--- src/rtl/pwrup_rst_pkg.sv ---
package pwrup_rst_pkg;
  typedef enum logic [1:0] {
    OSC_LP = 2'b00,
    OSC_XT = 2'b01,
    OSC_HS = 2'b10,
    OSC_RC = 2'b11
  } osc_mode_e;

  typedef enum logic [1:0] {
    ST_HOLD = 2'b00,
    ST_PWRT = 2'b01,
    ST_OST  = 2'b10,
    ST_RUN  = 2'b11
  } seq_st_e;
endpackage

--- src/rtl/pin_sync.sv ---
module pin_sync #(
  parameter int unsigned STAGES = 2
) (
  input  logic clk_i,
  input  logic rst_ni,
  input  logic d_i,
  output logic q_o
);
  logic [STAGES-1:0] sh_q;

  // resets low so the pin reads as asserted clear
  always_ff @(posedge clk_i or negedge rst_ni) begin
    if (!rst_ni) sh_q <= '0;
    else         sh_q <= {sh_q[STAGES-2:0], d_i};
  end

  assign q_o = sh_q[STAGES-1];
endmodule

--- src/rtl/step_counter.sv ---
module step_counter #(
  parameter int unsigned LIMIT = 8
) (
  input  logic clk_i,
  input  logic rst_ni,
  input  logic clr_i,
  input  logic en_i,
  output logic last_o
);
  localparam int unsigned CW = (LIMIT > 1) ? $clog2(LIMIT) : 1;
  localparam logic [CW-1:0] LAST = CW'(LIMIT - 1);

  logic [CW-1:0] cnt_q;
  logic          at_last;

  assign at_last = (cnt_q == LAST);

  always_ff @(posedge clk_i or negedge rst_ni) begin
    if (!rst_ni)    cnt_q <= '0;
    else if (clr_i) cnt_q <= '0;
    else if (en_i)  cnt_q <= at_last ? '0 : cnt_q + 1'b1;
  end

  assign last_o = en_i & at_last;
endmodule

--- src/rtl/pwrup_rst_seq.sv ---
module pwrup_rst_seq
  import pwrup_rst_pkg::*;
#(
  parameter int unsigned PWRT_TICKS  = 8,
  parameter int unsigned OST_CYCLES  = 1024,
  parameter int unsigned SYNC_STAGES = 2
) (
  input  logic       clk_i,
  input  logic       rst_ni,
  input  logic       slow_tick_i,
  input  logic       por_pulse_i,
  input  logic       bor_pulse_i,
  input  logic       wake_i,
  input  logic       mclr_ni,
  input  logic       pwrt_dis_i,
  input  logic [1:0] osc_mode_i,
  output logic       core_rst_o,
  output logic       timeout_done_o,
  output logic       pwrt_busy_o,
  output logic       ost_busy_o
);
  seq_st_e   state_q, state_d;
  osc_mode_e mode_q;
  logic      done_q, done_d;
  logic      mclr_q;
  logic      cold_start, warm_start;
  logic      xtal_new, xtal_q;
  logic      pwrt_last, ost_last;

  pin_sync #(.STAGES(SYNC_STAGES)) u_pin_sync (
    .clk_i  (clk_i),
    .rst_ni (rst_ni),
    .d_i    (mclr_ni),
    .q_o    (mclr_q)
  );

  assign cold_start = por_pulse_i | bor_pulse_i;
  assign warm_start = wake_i & ~cold_start & (state_q == ST_RUN);
  assign xtal_new   = (osc_mode_e'(osc_mode_i) != OSC_RC);
  assign xtal_q     = (mode_q != OSC_RC);

  step_counter #(.LIMIT(PWRT_TICKS)) u_pwrt_cnt (
    .clk_i  (clk_i),
    .rst_ni (rst_ni),
    .clr_i  (cold_start | (state_q != ST_PWRT)),
    .en_i   (slow_tick_i & (state_q == ST_PWRT)),
    .last_o (pwrt_last)
  );

  step_counter #(.LIMIT(OST_CYCLES)) u_ost_cnt (
    .clk_i  (clk_i),
    .rst_ni (rst_ni),
    .clr_i  (cold_start | warm_start | (state_q != ST_OST)),
    .en_i   (state_q == ST_OST),
    .last_o (ost_last)
  );

  always_comb begin
    state_d = state_q;
    done_d  = done_q;
    if (cold_start) begin
      done_d = 1'b0;
      if (!pwrt_dis_i)   state_d = ST_PWRT;
      else if (xtal_new) state_d = ST_OST;
      else begin
        state_d = ST_RUN;
        done_d  = 1'b1;
      end
    end else if (warm_start) begin
      if (xtal_new) state_d = ST_OST;
    end else begin
      unique case (state_q)
        ST_PWRT: if (pwrt_last) begin
          if (xtal_q) state_d = ST_OST;
          else begin
            state_d = ST_RUN;
            done_d  = 1'b1;
          end
        end
        ST_OST: if (ost_last) begin
          state_d = ST_RUN;
          done_d  = 1'b1;
        end
        default: ;
      endcase
    end
  end

  always_ff @(posedge clk_i or negedge rst_ni) begin
    if (!rst_ni) begin
      state_q <= ST_HOLD;
      done_q  <= 1'b0;
      mode_q  <= OSC_RC;
    end else begin
      state_q <= state_d;
      done_q  <= done_d;
      if (cold_start | warm_start) mode_q <= osc_mode_e'(osc_mode_i);
    end
  end

  assign core_rst_o     = ~mclr_q | (state_q != ST_RUN);
  assign timeout_done_o = done_q;
  assign pwrt_busy_o    = (state_q == ST_PWRT);
  assign ost_busy_o     = (state_q == ST_OST);
endmodule

--- config.mk ---
export PLATFORM = sky130hd
export DESIGN_NAME = pwrup_rst_seq
export DESIGN_NICKNAME = d
export VERILOG_FILES = /design/src/rtl/pwrup_rst_pkg.sv /design/src/rtl/pin_sync.sv /design/src/rtl/step_counter.sv /design/src/rtl/pwrup_rst_seq.sv
export SDC_FILE = /design/constraint.sdc
export NUM_CORES = 1
export LEC_CHECK = 0
export CORE_ASPECT_RATIO = 2
export CORE_UTILIZATION = 29
export CTS_BUF_LIST = sky130_fd_sc_hd__clkbuf_8
export DETAILED_ROUTE_END_ITERATION = 8
export MAX_ROUTING_LAYER = met4
export PLACE_DENSITY = 0.53
export SYNTH_ARGS = -nofsm -noshare
export SYNTH_HDL_FRONTEND = slang
export SYNTH_SLANG_ARGS = --single-unit
--- constraint.sdc ---
create_clock -name clk_i -period 2.1 [get_ports clk_i]
set_clock_uncertainty 0.15 [all_clocks]
set_input_delay 0.42 -clock clk_i [delete_from_list [all_inputs] [get_ports clk_i]]
set_output_delay 0.42 -clock clk_i [all_outputs]
set_load 0.01 [all_outputs]
==> impl_metrics.json, run 1 <==
{
  "ant_nets": 0,
  "crit_path_start": "state_q[0]$_DFFE_PN0P_",
  "synth.most_common_cell": "dfrtp_1",
  "clk_latency_ps": 260,
  "h-tree-depth": 1,
  "vdd_ir_drop_max_v": 0.000316,
  "totalWireLength_mm": 1.84,
  "wire_per_inst_um": 12.7,
  "synth_warnings": 0,
  "hold_class": "reg2reg",
  "dp.cells": 140,
  "core_sq_um": 3230,
  "drive_gt1_share_pct": 21.9,
  "hpwl_mm": 1.41,
  "synth_largest_area_cell": "dfrtp_1",
  "timing_worst_setup_path_type": "reg2out",
  "grt_overflow_total": 0,
  "hold_viol_final": 0,
  "grt_first_pass_wirelength_mm": 3.13,
  "fill_cells": 333,
  "antenna_found_initial": 0,
  "totalPowerFinal_mw": 0.825,
  "cts_tree": "done",
  "cts.sink_count": 20,
  "syn_nets": 105,
  "ff2ff_setup_slack_ps": 370,
  "die_h_um": 84.9,
  "multi_input_comb_area_sq_um": 470,
  "drt_pass1_iterations": 5,
  "crit_required_ps": 1530,
  "track_usage_pct": 11.7,
  "rr_endpoint": "u_ost_cnt.cnt_q[3]$_DFFE_PN0P_",
  "dpl_cell_area_sq_um": 1190,
  "synth_top_cell_area_share_pct": 45.2,
  "syn_avg_cell_area_sq_um": 10.8,
  "start_util_pct": 30.9,
  "synth-async-reset-ratio_pct": 100,
  "root_buffer": "clkbuf_8",
  "cp-end-kind": "primary output",
  "dieWidth_um": 43.5,
  "slew_headroom_pct": 77.9,
  "layout_min_cycle_time_ps": 1920,
  "tightest_slew_ps": 329,
  "synth_edf_count": 0,
  "outcome": "finished with violations",
  "fmax_mhz": 521,
  "setup_violations": 0,
  "drc": 2,
  "via_per_inst": 5.02,
  "crit_end": "core_rst_o",
  "cp-start-kind": "register",
  "rsz0062_at_grt": "false",
  "critPathMaxFanout": 8,
  "synthFlopType": "dfrtp_1",
  "maxCapViolations": 0,
  "hold_buffers": 0,
  "clock_path_buffers": 2,
  "area_delta_synth_final_pct": 26.5,
  "power.leakage_nw": 0.571,
  "clk_pin_slew_ps": 80,
  "power_density_nw_per_um2": 654,
  "regArea_sq_um": 505,
  "synth_area_leaders": "dfrtp_1 (45%), nor2_1 (6.0%), dfstp_2 (5.3%), ha_1 (3.8%), xor2_1 (3.5%)",
  "ys_types": 31,
  "synthTopCellsByCount": "dfrtp_1 (18), nor2_1 (16), nand2_1 (7)",
  "io_buffers": 13,
  "ff2ff_path_depth": 5,
  "violations": "DRC",
  "synth_seq_cells": 20,
  "place.gp.congestion": 0.748,
  "cts_buffers": 3,
  "yosysSeqAreaShare_pct": 50.4,
  "nets": 128,
  "cp.arrival_ps": 1350,
  "instances_no_fill": 145,
  "synth_area_sq_um": 997,
  "rows": 29,
  "fin_area_sq_um": 1260,
  "grt_max_degree": 21,
  "fin_worst_hold_slack_ps": 212,
  "drt_iter0_markers": 6,
  "timing.final.crit_share_pct": 91.3,
  "drv_slew": 0,
  "vias": 728,
  "fp.dieArea_sq_um": 3690,
  "diodes": 0,
  "rr_startpoint": "u_ost_cnt.cnt_q[0]$_DFFE_PN0P_",
  "grt_pass1_vias": 756,
  "syn_inst": 92,
  "pin_count": 14
}
how the worst min path moves through the flow:
stage / endpoint / slack, ps / cells past startpoint / startpoint
2_1_floorplan: state_q[0]$_DFFE_PN0P_ / -30 / 0 / rst_ni
3_5_place_dp: u_pin_sync.sh_q[1]$_DFF_PN0_ / 200 / 0 / u_pin_sync.sh_q[0]$_DFF_PN0_
6_report: u_pin_sync.sh_q[1]$_DFF_PN0_ / 210 / 0 / u_pin_sync.sh_q[0]$_DFF_PN0_
5_1_grt: u_pin_sync.sh_q[1]$_DFF_PN0_ / 220 / 0 / u_pin_sync.sh_q[0]$_DFF_PN0_
4_1_cts: u_pin_sync.sh_q[1]$_DFF_PN0_ / 220 / 0 / u_pin_sync.sh_q[0]$_DFF_PN0_
3_3_place_gp: u_pin_sync.sh_q[1]$_DFF_PN0_ / 200 / 0 / u_pin_sync.sh_q[0]$_DFF_PN0_
cells by family (layout without fill, tap and decap cells):
kind of cell | Yosys count | count (layout) | share of synthesized area, %
simple gates | 41 | 41 | 21.3
flops | 20 | 20 | 50.4
compound gates | 12 | 12 | 10.7
xor+xnor | 7 | 7 | 6.15
mux | 5 | 5 | 5.27
buf+inv | 4 | 26 | 2.38
fa+ha+maj | 3 | 3 | 3.76
metrics by stage:
stage | utilization, % | worst slack (ps) | setup TNS [ps]
6_report | 39.1 | 182 | 0
5_1_grt | 39.1 | 110 | 0
4_1_cts | 38.7 | 1.30 | 0
3_5_place_dp | 37.0 | -92.2 | -685
3_3_place_gp | 37.0 | -64.3 | -483
2_1_floorplan | - | 396 | 0
layer usage:
metal  routed length [um]  up-vias  part of all wire, %  global-route usage [%]
met5                    0        -                    0                       -
met4                   38        0                  2.1                    7.67
met3                   54        4                  2.9                    1.91
met2                  973       13                   53                    19.8
met1                  768      341                   42                    11.7
li1                     -      370                    -                       -
power breakdown:
group	switching (mW)	internal (mW)	leakage (nW)
clock	0.130	0.167	0.0288
sequential	0.0145	0.402	0.259
combinational	0.0497	0.0622	0.283
flip-flops by register name, indices dropped and copies added, names as in the netlist:
signal / cells
timeout_done_o: 1
state_q: 2
u_pwrt_cnt.cnt_q: 3
mode_q: 2
u_ost_cnt.cnt_q: 10
u_pin_sync.sh_q: 2
critical path, cell delays in order (launching register included):
cell	delay, ps
dfrtp_2	460
nand3_1	100
clkdlybuf4s50_1	540
layout make-up:
type | instances | share of cell area (%)
Timing Repair Buffer | 20 | 14.6
Inverter | 2 | 0.595
Sequential cell | 20 | 40.1
Tap cell | 31 | 3.08
Clock buffer | 4 | 4.37
Multi-Input combinational cell | 68 | 37.3
layout by cell type, fill, tap and decap left out, types with 2 or more instances in the layout:
cell type        instances
nor2_1                  16
dfrtp_1                 16
clkdlybuf4s50_1         11
nand2_1                  7
buf_4                    7
nand3_1                  6
xor2_1                   4
a21oi_1                  4
clkbuf_8                 4
xnor2_1                  3
mux2i_1                  3
ha_1                     3
and2b_2                  2
and4_2                   2
inv_1                    2
mux2_2                   2
nor3_1                   2
dfstp_2                  2
dfrtp_2                  2
what timing repair did:
| action | in CTS | in global routing |
|---|---|---|
| buffers inserted | 0 | 1 |
| pin swaps | 0 | 0 |
| gates resized for setup | 2 | 2 |
| setup endpoints to repair | 1 | 1 |
No activity file was read; power rests on OpenSTA's default activity.
==> run 2, diff against run 1 <==
- MAX_ROUTING_LAYER: met4 -> not set
- RECOVER_POWER: not set -> 50
==> run 2 against run 1 <==
Effect of this change: the run still ends with DRC left; sequential power about the same; critical endpoint unchanged; sequential share of layout area increased by 0.12 points; highest routed layer unchanged; cell area shrank 0.30%.
==> impl_metrics.json, run 2 (synthesis results as in run 1) <==
{
  "die_h_um": 84.9,
  "most-common-layout-cells": "nor2_1 (16), dfrtp_1 (16), clkdlybuf4s50_1 (9)",
  "hp-start": "u_pin_sync.sh_q[0]$_DFF_PN0_",
  "antenna_found_initial": 0,
  "vias": 728,
  "slew_headroom_pct": 25.4,
  "hpwl_mm": 1.41,
  "path_delay_family": "buffers and inverters",
  "crit_required_ps": 1530,
  "fp.dieArea_sq_um": 3690,
  "hold_class": "reg2reg",
  "maxCapViolations": 0,
  "use_met1_pct": 11.7,
  "fin_worst_hold_slack_ps": 212,
  "fill_cells": 334,
  "rr_startpoint": "u_ost_cnt.cnt_q[0]$_DFFE_PN0P_",
  "critPathBufInv": 1,
  "timing.final.crit_share_pct": 91.3,
  "cts.sink_count": 20,
  "grt_overflow_total": 0,
  "reg.largest.list": "u_ost_cnt.cnt_q (10), u_pwrt_cnt.cnt_q (3)",
  "wire_per_inst_um": 12.7,
  "drt_iter0_markers": 8,
  "violations": "DRC",
  "grt_pass1_vias": 756,
  "place.gp.congestion": 0.739,
  "ant_nets": 0,
  "grtUsageMet2_pct": 19.8,
  "instances_no_fill": 145,
  "use_met3_pct": 1.91,
  "io_buffers": 13,
  "clk_latency_ps": 260,
  "tns_ps": 0,
  "vdd_ir_drop_max_v": 0.000315,
  "diodes": 0,
  "pin_count": 14,
  "setup_violations": 0,
  "ff2ff_path_depth": 5,
  "cts_tree": "done",
  "root_buffer": "clkbuf_8",
  "totalWireLength_mm": 1.84,
  "hold_depth": 0,
  "dieWidth_um": 43.5,
  "hold_viol_final": 0,
  "power.leakage_nw": 0.568,
  "area_delta_synth_final_pct": 26.1,
  "top_register": "u_ost_cnt.cnt_q",
  "ff2ff_setup_slack_ps": 370,
  "drt_pass1_iterations": 5,
  "nets": 128,
  "cpPeakStageDelay_ps": 540,
  "drc": 2,
  "grt_max_degree": 21,
  "layout_min_cycle_time_ps": 1920,
  "cp.arrival_ps": 1350,
  "cp-start-kind": "register",
  "h-tree-depth": 1,
  "crit_path_cell_trace": "nand3_1 > clkdlybuf4s50_1",
  "rows": 29,
  "outcome": "finished with violations",
  "timing_worst_setup_path_type": "reg2out",
  "cp-end-kind": "primary output",
  "fin_area_sq_um": 1260,
  "tightest_slew_ps": 1120,
  "grt_first_pass_wirelength_mm": 3.12,
  "fmax_mhz": 522,
  "slowest_stage": "clkdlybuf4s50_1",
  "cts_buffers": 3,
  "clk_pin_slew_ps": 80,
  "clock_path_buffers": 2,
  "grt-busiest-layer": "met2",
  "via_per_inst": 5.02,
  "rsz0062_at_grt": "false",
  "dpl_cell_area_sq_um": 1190,
  "critPathMaxFanout": 8,
  "core_sq_um": 3230,
  "drive_gt1_share_pct": 21.1,
  "track_usage_pct": 11.3,
  "drv_slew": 0,
  "dp.cells": 140,
  "largest_register_ff_count": 10,
  "start_util_pct": 30.9,
  "power_density_nw_per_um2": 655,
  "rr_endpoint": "u_ost_cnt.cnt_q[3]$_DFFE_PN0P_",
  "hold_end": "u_pin_sync.sh_q[1]$_DFF_PN0_"
}
## run 2: cell count changes in the layout (fill, tap and decap cells not counted)
cell	change
clkbuf_1	+1
clkdlybuf4s50_1	-2
buf_4	-1
dlygate4sd3_1	+2
## run 2: what timing repair did
action / 4_1_cts / 5_1_grt
endpoints found under the hold margin: 0 / 0
endpoints found under the setup margin: 1 / 1
buffers inserted: 0 / 1
gates resized for setup: 2 / 2
hold buffers: 0 / 0
## run 2: cell type report
cell class / instances / area [sq um] / area share [%]
Timing Repair Buffer: 20 / 180 / 14.3
Clock buffer: 4 / 55.1 / 4.38
Tap cell: 31 / 38.8 / 3.08
Inverter: 2 / 7.51 / 0.597
Multi-Input combinational cell: 68 / 470 / 37.4
Sequential cell: 20 / 505 / 40.2
## run 2: metal layers
metal	up-vias	share of wire (%)
li1	370	-
met1	341	42
met2	13	53
met3	4	2.9
met4	0	2.1
met5	-	0
## run 2: worst max-delay path by stage
stage	startpoint	slack [ps]	depth (start not counted)	endpoint
after global routing	rst_ni	80	2	state_q[1]$_DFFE_PN0P_
after detailed placement	bor_pulse_i	-90	5	u_ost_cnt.cnt_q[3]$_DFFE_PN0P_
final	state_q[0]$_DFFE_PN0P_	180	2	core_rst_o
after global placement	bor_pulse_i	-60	5	u_ost_cnt.cnt_q[3]$_DFFE_PN0P_
after floorplan	bor_pulse_i	400	5	state_q[0]$_DFFE_PN0P_
after CTS	state_q[1]$_DFFE_PN0P_	1	2	pwrt_busy_o
## run 2: per-stage QoR
stage | utilization, % | worst slack, ps | power, mW
2_1_floorplan | - | 396 | 0.475
3_3_place_gp | 37.0 | -64.3 | 0.535
3_5_place_dp | 37.0 | -92.2 | 0.537
4_1_cts | 38.7 | 1.30 | 0.836
5_1_grt | 38.9 | 80.8 | 0.861
6_report | 38.9 | 183 | 0.823
## run 2: report_power, final
part	total (mW)	internal, mW	switching [mW]	leakage (nW)
registers	0.417	0.402	0.0145	0.259
logic	0.110	0.0606	0.0497	0.280
clock network	0.296	0.167	0.129	0.0288
==> run 3, diff against run 2 <==
- CELL_PAD_IN_SITES_DETAIL_PLACEMENT: not set -> 0
- CELL_PAD_IN_SITES_GLOBAL_PLACEMENT: not set -> 2
- PLACE_DENSITY: 0.53 -> 0.72
==> run 3 against run 2 <==
Effect of this change: the flow still finishes with violations (DRC); die area is the same; combinational power grew 10%; sequential power is essentially flat; worst hold slack worse by 6.8 ps; clock-buffer cell count unchanged; utilization up 1.0 points; routed wire length up 17%; largest power group unchanged.
==> impl_metrics.json, run 3 (synthesis results as in run 1) <==
{
  "drt_pass1_iterations": 6,
  "fill_cells": 327,
  "outcome": "finished with violations",
  "most-common-layout-cells": "nor2_1 (16), dfrtp_1 (16), clkdlybuf4s50_1 (10)",
  "grt_max_degree": 21,
  "rows": 29,
  "hp-start": "u_pin_sync.sh_q[0]$_DFF_PN0_",
  "hold_buffers": 0,
  "nets": 131,
  "vdd_ir_drop_max_v": 0.000355,
  "power.leakage_nw": 0.574,
  "top_register": "u_ost_cnt.cnt_q",
  "grt_first_pass_wirelength_mm": 3.81,
  "diodes": 0,
  "crit_path_start": "state_q[1]$_DFFE_PN0P_",
  "setup_violations": 0,
  "clk_pin_slew_ps": 80,
  "cp.arrival_ps": 1470,
  "area_delta_synth_final_pct": 29.4,
  "ant_nets": 0,
  "layout_min_cycle_time_ps": 2040,
  "fmax_mhz": 490,
  "antenna_found_initial": 0,
  "vias": 734,
  "multi_input_comb_area_sq_um": 470,
  "fin_area_sq_um": 1290,
  "regArea_sq_um": 505,
  "dpl_cell_area_sq_um": 1230,
  "cts_tree": "done",
  "via_per_inst": 4.96,
  "root_buffer": "clkbuf_8",
  "maxCapViolations": 0,
  "instances_no_fill": 148,
  "grt_pass1_vias": 825,
  "fp.dieArea_sq_um": 3690,
  "clock_path_buffers": 2,
  "drive_gt1_share_pct": 23.1,
  "slew_headroom_pct": 28.2,
  "path_delay_family": "buffers and inverters",
  "drt_iter0_markers": 17,
  "rr_startpoint": "state_q[1]$_DFFE_PN0P_",
  "wire_per_inst_um": 14.5,
  "cts_buffers": 3,
  "hold_depth": 0,
  "dp.cells": 143,
  "crit_required_ps": 1530,
  "cts.sink_count": 20,
  "crit_cells": 2,
  "reg.largest.list": "u_ost_cnt.cnt_q (10), u_pwrt_cnt.cnt_q (3)",
  "ff2ff_path_depth": 5,
  "pin_count": 14,
  "largest_register_ff_count": 10,
  "h-tree-depth": 1,
  "cp-end-kind": "primary output",
  "hold_viol_final": 0,
  "dieWidth_um": 43.5,
  "track_usage_pct": 13.8,
  "drv_slew": 0,
  "rsz0062_at_grt": "false",
  "crit_path_cell_trace": "and2b_2 > clkdlybuf4s50_1",
  "die_h_um": 84.9,
  "hold_class": "reg2reg",
  "critPathMaxFanout": 4,
  "timing.final.crit_share_pct": 97.2,
  "grt_overflow_total": 0,
  "timing_worst_setup_path_type": "reg2out",
  "slowest_stage": "clkdlybuf4s50_1",
  "tightest_slew_ps": 1080,
  "drc": 2,
  "cpPeakStageDelay_ps": 530,
  "core_sq_um": 3230,
  "io_buffers": 13,
  "cp-start-kind": "register",
  "place.gp.congestion": 0.715,
  "hpwl_mm": 1.64,
  "start_util_pct": 30.9,
  "critPathBufInv": 1,
  "utilization_pct": 39.9,
  "power_density_nw_per_um2": 646,
  "clk_latency_ps": 250,
  "violations": "DRC",
  "totalWireLength_mm": 2.14
}
==> run 3: worst register-to-register path, cell delays in order, from the launching register on <==
cell and delay, ps:
dfrtp_2 400, buf_4 140, or4b_4 460, a31o_1 290
buf_12 170, nor2_1 100
==> run 3: what timing repair did <==
| item | CTS | global route |
|---|---|---|
| resized for setup | 3 | 0 |
| hold endpoints to repair | 0 | 0 |
| setup buffers | 0 | 1 |
| cloned | 0 | 0 |
| setup endpoints to repair | 2 | 1 |
==> run 3: path summary, 6_finish.rpt <==
kind,to,slack [ps]
worst max register to register,u_ost_cnt.cnt_q[5]$_DFFE_PN0P_,330
worst min-delay path,u_pin_sync.sh_q[1]$_DFF_PN0_,210
worst max-delay path,pwrt_busy_o,60
min in group asynchronous,u_ost_cnt.cnt_q[3]$_DFFE_PN0P_,730
max in group asynchronous,state_q[0]$_DFFE_PN0P_,360
worst min register to register,u_pin_sync.sh_q[1]$_DFF_PN0_,210
==> run 3: layout make-up <==
class	count	share of cell area, %
flip-flops and latches	20	39.2
multi-input cells	68	36.5
repair buffers	23	16.5
inverters	2	0.582
clock buffers	4	4.27
well taps	31	3.01
==> run 3: stage by stage <==
step | setup WS, ps | hold slack, ps | total power, mW | setup TNS, ps
2_1_floorplan | 396 | -25.6 | 0.475 | 0
3_3_place_gp | -70.5 | 189 | 0.545 | -662
3_5_place_dp | -111 | 192 | 0.548 | -880
4_1_cts | 12.8 | 210 | 0.845 | 0
5_1_grt | 21.2 | 223 | 0.875 | 0
6_report | 59.3 | 206 | 0.833 | 0
==> run 3: per-layer routing <==
metal / track usage, % / vias to the layer above / routed length (um)
met3: 2.55 / 2 / 63
met1: 15.0 / 351 / 856
li1: - / 372 / -
met4: 5.11 / 0 / 25
met2: 25.2 / 9 / 1200
met5: 0 / - / 0
==> run 3: report_power, final <==
group	internal, mW	switching (mW)	leakage, nW	total, mW
Clock	0.167	0.128	0.0288	0.295
Combinational	0.0668	0.0539	0.286	0.121
Sequential	0.402	0.0156	0.259	0.418
